==> src/rtl/i2c_slave_pkg.sv <==
package i2c_slave_pkg;

    localparam int ADDR_W = 7;
    localparam int DATA_W = ADDR_W + 1;
    localparam int BIT_CW = $clog2(DATA_W + 1);

    typedef enum logic [2:0] {
        ST_IDLE,
        ST_ADDR,
        ST_ACK_ADDR,
        ST_HOLD,
        ST_RX,
        ST_ACK_RX,
        ST_TX,
        ST_CHK_ACK
    } slv_state_e;

    typedef struct packed {
        logic scl_rise;
        logic scl_fall;
        logic start;
        logic stop;
        logic sda;
    } bus_ev_t;

    // first byte names this target
    function automatic logic own_match_f(input logic [DATA_W-1:0] first,
                                         input logic [ADDR_W-1:0] own);
        return first[DATA_W-1:1] == own;
    endfunction

    // all-zero byte with general call allowed
    function automatic logic gc_match_f(input logic [DATA_W-1:0] first,
                                        input logic gc_en);
        return gc_en && (first == '0);
    endfunction

    // true once the first bit of a byte has completed and the 9th clock has not yet fallen
    function automatic logic mid_byte_f(input slv_state_e s,
                                        input logic [BIT_CW-1:0] c);
        logic in_bits;
        logic in_ack;
        in_bits = (s == ST_ADDR) || (s == ST_RX) || (s == ST_TX);
        in_ack  = (s == ST_ACK_ADDR) || (s == ST_ACK_RX) || (s == ST_CHK_ACK);
        return (in_bits && (c >= BIT_CW'(2))) || in_ack;
    endfunction

endpackage

==> src/rtl/i2c_line_sync.sv <==
module i2c_line_sync
    import i2c_slave_pkg::*;
#(
    parameter int STAGES = 2
) (
    input  logic    clk,
    input  logic    rst,
    input  logic    scl_i,
    input  logic    sda_i,
    output bus_ev_t ev
);
    localparam int LINES = 2;
    localparam int SCL_IX = 1;
    localparam int SDA_IX = 0;

    logic [LINES-1:0] raw;
    logic [LINES-1:0] lvl;
    logic [LINES-1:0] prv;

    assign raw = {scl_i, sda_i};

    for (genvar g = 0; g < LINES; g++) begin : g_line
        logic [STAGES-1:0] chain;
        always_ff @(posedge clk) begin
            if (rst) chain <= '1;
            else     chain <= {chain[STAGES-2:0], raw[g]};
        end
        assign lvl[g] = chain[STAGES-1];
    end

    always_ff @(posedge clk) begin
        if (rst) prv <= '1;
        else     prv <= lvl;
    end

    always_comb begin
        ev.scl_rise = lvl[SCL_IX] & ~prv[SCL_IX];
        ev.scl_fall = ~lvl[SCL_IX] & prv[SCL_IX];
        ev.start    = lvl[SCL_IX] & prv[SCL_IX] & prv[SDA_IX] & ~lvl[SDA_IX];
        ev.stop     = lvl[SCL_IX] & prv[SCL_IX] & ~prv[SDA_IX] & lvl[SDA_IX];
        ev.sda      = lvl[SDA_IX];
    end

endmodule

==> src/rtl/i2c_slave_fsm.sv <==
module i2c_slave_fsm
    import i2c_slave_pkg::*;
(
    input  logic              clk,
    input  logic              rst,
    input  bus_ev_t           ev,
    input  logic [ADDR_W-1:0] own_addr,
    input  logic              gc_en,
    input  logic              ack_en,
    input  logic [DATA_W-1:0] tx_data,
    input  logic              svc,
    output logic              scl_low,
    output logic              sda_low,
    output logic [DATA_W-1:0] rx_data,
    output logic              tx_mode,
    output logic              gc_call,
    output logic              byte_end,
    output logic              misplaced
);
    slv_state_e        st;
    logic [BIT_CW-1:0] cnt;
    logic [DATA_W-1:0] shreg;
    logic [DATA_W-1:0] rx_q;
    logic              rw_q;
    logic              gc_q;
    logic              mack_q;
    logic              ackdrv_q;
    logic              addressed_q;
    logic              own_hit;
    logic              gc_hit;
    logic              bad_cond;
    logic              last_bit;

    assign own_hit  = own_match_f(shreg, own_addr);
    assign gc_hit   = gc_match_f(shreg, gc_en);
    assign bad_cond = (ev.start | ev.stop) & mid_byte_f(st, cnt);
    assign last_bit = (cnt == BIT_CW'(DATA_W));

    always_ff @(posedge clk) begin
        if (rst) begin
            st          <= ST_IDLE;
            cnt         <= '0;
            shreg       <= '0;
            rx_q        <= '0;
            rw_q        <= 1'b0;
            gc_q        <= 1'b0;
            mack_q      <= 1'b0;
            ackdrv_q    <= 1'b0;
            addressed_q <= 1'b0;
            byte_end    <= 1'b0;
            misplaced   <= 1'b0;
        end else begin
            byte_end  <= 1'b0;
            misplaced <= 1'b0;
            if (bad_cond) begin
                st          <= ST_IDLE;
                cnt         <= '0;
                addressed_q <= 1'b0;
                misplaced   <= 1'b1;
            end else if (ev.start) begin
                st          <= ST_ADDR;
                cnt         <= '0;
                addressed_q <= 1'b0;
            end else if (ev.stop) begin
                st          <= ST_IDLE;
                cnt         <= '0;
                addressed_q <= 1'b0;
            end else begin
                unique case (st)
                    ST_ADDR: begin
                        if (ev.scl_rise) begin
                            shreg <= {shreg[DATA_W-2:0], ev.sda};
                            cnt   <= cnt + 1'b1;
                        end else if (ev.scl_fall && last_bit) begin
                            cnt <= '0;
                            if ((own_hit || gc_hit) && ack_en) begin
                                st   <= ST_ACK_ADDR;
                                rw_q <= shreg[0];
                                gc_q <= gc_hit && !own_hit;
                            end else begin
                                st <= ST_IDLE;
                            end
                        end
                    end
                    ST_ACK_ADDR: begin
                        if (ev.scl_fall) begin
                            st          <= ST_HOLD;
                            addressed_q <= 1'b1;
                            byte_end    <= 1'b1;
                        end
                    end
                    ST_HOLD: begin
                        if (svc) begin
                            cnt <= '0;
                            if (rw_q) begin
                                st    <= ST_TX;
                                shreg <= tx_data;
                            end else begin
                                st <= ST_RX;
                            end
                        end
                    end
                    ST_RX: begin
                        if (ev.scl_rise) begin
                            shreg <= {shreg[DATA_W-2:0], ev.sda};
                            cnt   <= cnt + 1'b1;
                        end else if (ev.scl_fall && last_bit) begin
                            rx_q     <= shreg;
                            ackdrv_q <= ack_en;
                            cnt      <= '0;
                            st       <= ST_ACK_RX;
                        end
                    end
                    ST_ACK_RX: begin
                        if (ev.scl_fall) begin
                            st       <= ST_HOLD;
                            byte_end <= 1'b1;
                        end
                    end
                    ST_TX: begin
                        if (ev.scl_rise) begin
                            cnt <= cnt + 1'b1;
                        end else if (ev.scl_fall) begin
                            if (last_bit) begin
                                st  <= ST_CHK_ACK;
                                cnt <= '0;
                            end else begin
                                shreg <= {shreg[DATA_W-2:0], 1'b0};
                            end
                        end
                    end
                    ST_CHK_ACK: begin
                        if (ev.scl_rise) begin
                            mack_q <= ~ev.sda;
                        end else if (ev.scl_fall) begin
                            byte_end <= 1'b1;
                            if (mack_q) begin
                                st <= ST_HOLD;
                            end else begin
                                st          <= ST_IDLE;
                                addressed_q <= 1'b0;
                            end
                        end
                    end
                    default: st <= ST_IDLE;
                endcase
            end
        end
    end

    assign scl_low = (st == ST_HOLD);
    assign sda_low = (st == ST_ACK_ADDR)
                   || ((st == ST_ACK_RX) && ackdrv_q)
                   || ((st == ST_TX) && !shreg[DATA_W-1]);
    assign rx_data = rx_q;
    assign tx_mode = rw_q & addressed_q;
    assign gc_call = gc_q & addressed_q;

    AST_ADDR_ACK_NEEDS_EN: assert property (@(posedge clk) disable iff (rst)
        (st == ST_ACK_ADDR && $past(st) == ST_ADDR) |-> $past(ack_en));

    AST_RX_ONLY_FROM_BYTE: assert property (@(posedge clk) disable iff (rst)
        !$stable(rx_q) |-> ($past(st) == ST_RX));

endmodule

==> src/rtl/i2c_slave_flags.sv <==
module i2c_slave_flags #(
    parameter int N_STICKY = 3
) (
    input  logic                clk,
    input  logic                rst,
    input  logic                start_ev,
    input  logic                stop_ev,
    input  logic [N_STICKY-1:0] set_ev,
    input  logic                svc,
    output logic                busy,
    output logic [N_STICKY-1:0] sticky,
    output logic                irq
);
    always_ff @(posedge clk) begin
        if (rst)           busy <= 1'b0;
        else if (start_ev) busy <= 1'b1;
        else if (stop_ev)  busy <= 1'b0;
    end

    for (genvar g = 0; g < N_STICKY; g++) begin : g_flag
        always_ff @(posedge clk) begin
            if (rst) sticky[g] <= 1'b0;
            else     sticky[g] <= set_ev[g] | (sticky[g] & ~svc);
        end
    end

    assign irq = |sticky;

endmodule

==> src/rtl/i2c_slave_gc.sv <==
module i2c_slave_gc
    import i2c_slave_pkg::*;
#(
    parameter int SYNC_STAGES = 2
) (
    input  logic              clk,
    input  logic              rst,
    input  logic              scl_i,
    input  logic              sda_i,
    output logic              scl_low_o,
    output logic              sda_low_o,
    input  logic [ADDR_W-1:0] own_addr_i,
    input  logic              gc_en_i,
    input  logic              ack_en_i,
    input  logic [DATA_W-1:0] tx_data_i,
    input  logic              svc_i,
    output logic [DATA_W-1:0] rx_data_o,
    output logic              busy_o,
    output logic              byte_done_o,
    output logic              tx_mode_o,
    output logic              stop_flag_o,
    output logic              misplaced_o,
    output logic              gc_call_o,
    output logic              irq_o
);
    localparam int N_STICKY = 3;

    bus_ev_t             ev;
    logic                byte_end;
    logic                misplaced;
    logic [N_STICKY-1:0] sticky;

    i2c_line_sync #(.STAGES(SYNC_STAGES)) u_sync (
        .clk   (clk),
        .rst   (rst),
        .scl_i (scl_i),
        .sda_i (sda_i),
        .ev    (ev)
    );

    i2c_slave_fsm u_fsm (
        .clk       (clk),
        .rst       (rst),
        .ev        (ev),
        .own_addr  (own_addr_i),
        .gc_en     (gc_en_i),
        .ack_en    (ack_en_i),
        .tx_data   (tx_data_i),
        .svc       (svc_i),
        .scl_low   (scl_low_o),
        .sda_low   (sda_low_o),
        .rx_data   (rx_data_o),
        .tx_mode   (tx_mode_o),
        .gc_call   (gc_call_o),
        .byte_end  (byte_end),
        .misplaced (misplaced)
    );

    i2c_slave_flags #(.N_STICKY(N_STICKY)) u_flags (
        .clk      (clk),
        .rst      (rst),
        .start_ev (ev.start),
        .stop_ev  (ev.stop),
        .set_ev   ({misplaced, ev.stop, byte_end}),
        .svc      (svc_i),
        .busy     (busy_o),
        .sticky   (sticky),
        .irq      (irq_o)
    );

    assign byte_done_o = sticky[0];
    assign stop_flag_o = sticky[1];
    assign misplaced_o = sticky[2];

    AST_STRETCH_HOLDS: assert property (@(posedge clk) disable iff (rst)
        (scl_low_o && !svc_i) |=> scl_low_o);

    AST_STRETCH_RELEASE: assert property (@(posedge clk) disable iff (rst)
        (scl_low_o && svc_i) |=> !scl_low_o);

    AST_ERR_RELEASES_LINES: assert property (@(posedge clk) disable iff (rst)
        $rose(misplaced_o) |-> (!sda_low_o && !scl_low_o));

    AST_BYTE_INSIDE_BUSY: assert property (@(posedge clk) disable iff (rst)
        $rose(byte_done_o) |-> busy_o);

endmodule

==> config.mk <==
export PLATFORM = sky130hd
export DESIGN_NAME = i2c_slave_gc
export DESIGN_NICKNAME = d
export VERILOG_FILES = /design/src/rtl/i2c_slave_pkg.sv /design/src/rtl/i2c_line_sync.sv /design/src/rtl/i2c_slave_fsm.sv /design/src/rtl/i2c_slave_flags.sv /design/src/rtl/i2c_slave_gc.sv
export SDC_FILE = /design/constraint.sdc
export NUM_CORES = 1
export LEC_CHECK = 0
export BUFFER_PORTS_ARGS = -buffer_cell sky130_fd_sc_hd__buf_4
export CAP_MARGIN = 30
export CORE_ASPECT_RATIO = 0.5
export CORE_MARGIN = 1.5
export CORE_UTILIZATION = 40
export DETAILED_ROUTE_END_ITERATION = 12
export HOLD_SLACK_MARGIN = 0.06
export PLACE_DENSITY_LB_ADDON = 0.3
export SLEW_MARGIN = 10
export SYNTH_ARGS = -nofsm -noshare
export SYNTH_HDL_FRONTEND = slang
export SYNTH_SLANG_ARGS = --single-unit
==> constraint.sdc <==
create_clock -name clk -period 1.75 [get_ports clk]
set_input_delay 0.0875 -clock clk [delete_from_list [all_inputs] [get_ports clk]]
set_output_delay 0.0875 -clock clk [all_outputs]
set_load 0.02 [all_outputs]
==> run_results.csv <==
group,metric,value,unit
run_status,status,"finished, final reports clean",
pwr,p_leak,1.17,nW
clocking,cts_tree,"done",
place,place.gp.congestion,0.871,
final_layout,n_antenna_cell,0,
final_layout,seq_area,805,um2
pwr,power,2.39,mW
pwr,power_density,905,nW/um2
clocking,clkLatencyLatePin,0.29,ns
setup_path,cp.arrival,1.90,ns
worst_hold_path,whs_endpoint,"u_fsm.st[2]$_SDFFE_PP0P_",
setup_path,worstReg2RegStart,"u_fsm.st[0]$_SDFFE_PP0P_",
grt,grt_pass1_wl,8.49,mm
detailed_routing,remaining_drc_errors,0,
clocking,cts_max_level,2,
setup_path,crit_path_max_fanout,7,
clocking,cts_sinks,40,
yosys,synth_edf_count,0,
pwr,p_seq_frac,0.411,
final_layout,n_fill_cell,419,
setup_path,endpoint_kind,"register",
pwr,swShare,0.281,
floorplanning,core,4590,um2
clocking,cts_buffers,5,
sta,slew_headroom,0.681,
detailed_routing,drt.antenna.violating_nets,0,
yosys,synth_area_leaders,"dfxtp_1, mux2i_1, nor2_1, a21oi_1, xor2_1",
sta,rsz0062_at_grt,"true",
floorplanning,initial_utilization,0.433,
setup_path,reg2reg_setup_slack,0.03,ns
sta,hold_ws,0.0932,ns
pwr,p_switching,673,uW
worst_hold_path,hold_path.class,"in2reg",
pwr,p_clk_frac,0.341,
grt,antenna_found_initial,0,
yosys,avgSynthCellArea,8.93,um2
sta,max_clock_freq,580,MHz
pwr,intPower,1.72,mW
floorplanning,die_w,103,um
yosys,synth_top_area_share,0.402,
setup_path,worst_path_max_delay_cell,"a22oi_1",
yosys,seq_area_frac_synth,0.402,
pwr,ir_worst_vdd,0.430,mV
grt,track_usage,0.210,
place,portBuffers,38,
setup_path,r2r_end,"u_fsm.st[0]$_SDFFE_PP0P_",
final_layout,stdcell_count,344,
setup_path,start_kind,"register",
setup_path,critical-path-max-stage-delay,0.37,ns
setup_path,cpLargestDelayFamily,"compound AO/OA/AOI/OAI gates",
final_layout,area.growth.synth_to_final,32.9,%
place,dp_cells,331,
sta,hold_violations,0,
clocking,cts-root-buf,"clkbuf_8",
yosys,ys_ff_latch,40,
detailed_routing,via_per_inst,5.26,
grt,overflow,0,
place,dpl.hpwl,3.59,mm
grt,grt_max_degree,36,
sta,final.setup.worst_slack,0.0269,ns
place,dpl_worst_slack,0.0556,ns
yosys,synth-main-ff-cell,"dfxtp_1",
yosys,yosysWarnings,0,
yosys,ys_async_sr_fraction,0,
pwr,power_frac_comb,0.247,
floorplanning,dieArea,5430,um2
setup_path,reg2regPathDepth,6,
yosys,syn_nets,248,
sta,setup_violations,0,
setup_path,cpMostUsedCell,"a22oi_1",
yosys,synthDistinctLibCells,49,
detailed_routing,drt_pass1_iterations,4,
detailed_routing,first_iter_violations,64,
floorplanning,placementRows,17,
detailed_routing,wl_per_cell,14.9,um
grt,grt_pass1_vias,1779,
yosys,syn-cell-area,1990,um2
yosys,synth_most_common_cell,"dfxtp_1",
yosys,syn-instance-count,223,
setup_path,critPathBufInv,1,
sta,post-route-period-util,0.985,
sta,worstMarginPinSlew,0.472,ns
yosys,synth.top_cells.by_count,"dfxtp_1, nor2_1, mux2i_1",
floorplanning,ioPinCount,39,
setup_path,worstPathRequired,1.93,ns
floorplanning,die_h,52.9,um
detailed_routing,via_count,1809,
sta,post-route-min-period,1.72,ns
worst_hold_path,hp-start,"svc_i",
setup_path,path_class,"reg2reg",
final_layout,nets,302,
sta,fin_skew,0.00395,ns
sta,drv_slew,0,
run,cap_violations,0,
worst_hold_path,hold_depth,3,
final_layout,drive_gt1_frac,0.313,
clocking,clockBufferDepth,2,
detailed_routing,drt-total-wl,5.14,mm
clocking,clk_pin_slew,0.08,ns
yosys,yosys.area.top_type,"dfxtp_1",
final_layout,multi_input_comb_area,1130,um2
setup_path,cp_cell_sequence,"buf_4 -> nor2b_2 -> a22oi_1 -> a22oi_1 -> o21ai_1 -> a32o_1",
-- routing by layer --
layer | vias up | wire, um | share of wire | global-route usage
met2 | 50 | 2420 | 0.47 | 0.355
met3 | 7 | 211 | 0.041 | 0.0410
met4 | 0 | 57 | 0.011 | 0.0698
met5 | - | 0 | 0 | 0
met1 | 851 | 2450 | 0.48 | 0.272
li1 | 901 | - | - | -
-- cell type report --
class / count / share of cell area
inverters: 8 / 0.0114
clock inverters: 1 / 0.0114
repair buffers: 58 / 0.179
multi-input cells: 164 / 0.427
well taps: 66 / 0.0312
clock buffers: 7 / 0.0364
flip-flops and latches: 40 / 0.304
-- power by group through the flow --
stage	clock network (mW)	registers (mW)	logic, mW
final	0.817	0.985	0.592
after global routing	0.877	0.989	0.641
after floorplan	0	0.992	0.369
after CTS	0.841	0.982	0.569
after detailed placement	0	1.00	0.560
after global placement	0	1.00	0.553
-- worst min-delay path, cell delays in order --
cell and delay, ns:
buf_4 0.12, nand2_1 0.05, a21oi_1 0.07
-- registers in the layout, indices dropped and copies added, names as in the netlist --
signal               count
u_fsm.st                 3
u_flags.sticky           3
u_sync.prv               2
u_fsm.cnt                4
u_sync.g_line.chain      4
u_fsm.ackdrv_q           1
u_fsm.shreg              8
u_fsm.byte_end           1
u_flags.busy             1
u_fsm.misplaced          1
u_fsm.rw_q               1
u_fsm.mack_q             1
u_fsm.gc_q               1
u_fsm.rx_data            8
u_fsm.addressed_q        1
-- how the worst max path moves through the flow --
stage                                          from                           to  cells past startpoint
final                      u_fsm.st[0]$_SDFFE_PP0P_     u_fsm.st[0]$_SDFFE_PP0P_                      6
after floorplan           u_fsm.cnt[0]$_SDFFE_PP0P_  u_fsm.shreg[5]$_SDFFE_PP0P_                      8
after global routing       u_fsm.st[0]$_SDFFE_PP0P_     u_fsm.st[0]$_SDFFE_PP0P_                      6
after global placement     u_fsm.st[0]$_SDFFE_PP0P_     u_fsm.st[0]$_SDFFE_PP0P_                      6
after detailed placement   u_fsm.st[0]$_SDFFE_PP0P_     u_fsm.st[0]$_SDFFE_PP0P_                      6
after CTS                  u_fsm.st[0]$_SDFFE_PP0P_     u_fsm.st[0]$_SDFFE_PP0P_                      6
-- logic make-up after synthesis --
| group | count (synthesis) | share of synthesized area |
|---|---|---|
| AND/OR/NAND/NOR | 85 | 0.223 |
| AO/OA/AOI/OAI | 50 | 0.187 |
| flip-flops | 40 | 0.402 |
| buffers and inverters | 19 | 0.0434 |
| multiplexers | 18 | 0.0905 |
| XOR/XNOR | 8 | 0.0352 |
| adder cells (fa/ha/maj) | 3 | 0.0189 |
-- stage by stage --
stage | area, um2 | util | setup TNS [ns]
global placement | 2430 | 0.528 | 0
floorplan | 1990 | - | 0
global route | 2650 | 0.576 | -0.352
detailed placement | 2430 | 0.528 | 0
CTS | 2580 | 0.562 | 0
finish | 2650 | 0.576 | 0
-- cell usage in the layout (no fill, tap or decap), types with 4 or more instances in the layout --
cell / instances
xor2_1: 7
and2_1: 5
o21ai_0: 5
o21ai_1: 4
nand3_1: 5
a211oi_2: 4
nor2_1: 30
or2_2: 7
a211oi_1: 4
a21oi_1: 12
buf_4: 53
mux2i_1: 18
nand2_1: 8
clkbuf_8: 7
nor2b_1: 4
dfxtp_1: 37
inv_1: 5
-- timing repair --
| item | 4_1_cts | 5_1_grt |
|---|---|---|
| buffers inserted | 0 | 1 |
| gates resized for setup | 0 | 11 |
| setup endpoints to repair | 0 | 21 |
| hold buffers | 3 | 0 |
| hold endpoints to repair | 3 | 0 |
(Power assumes the default switching activity.)
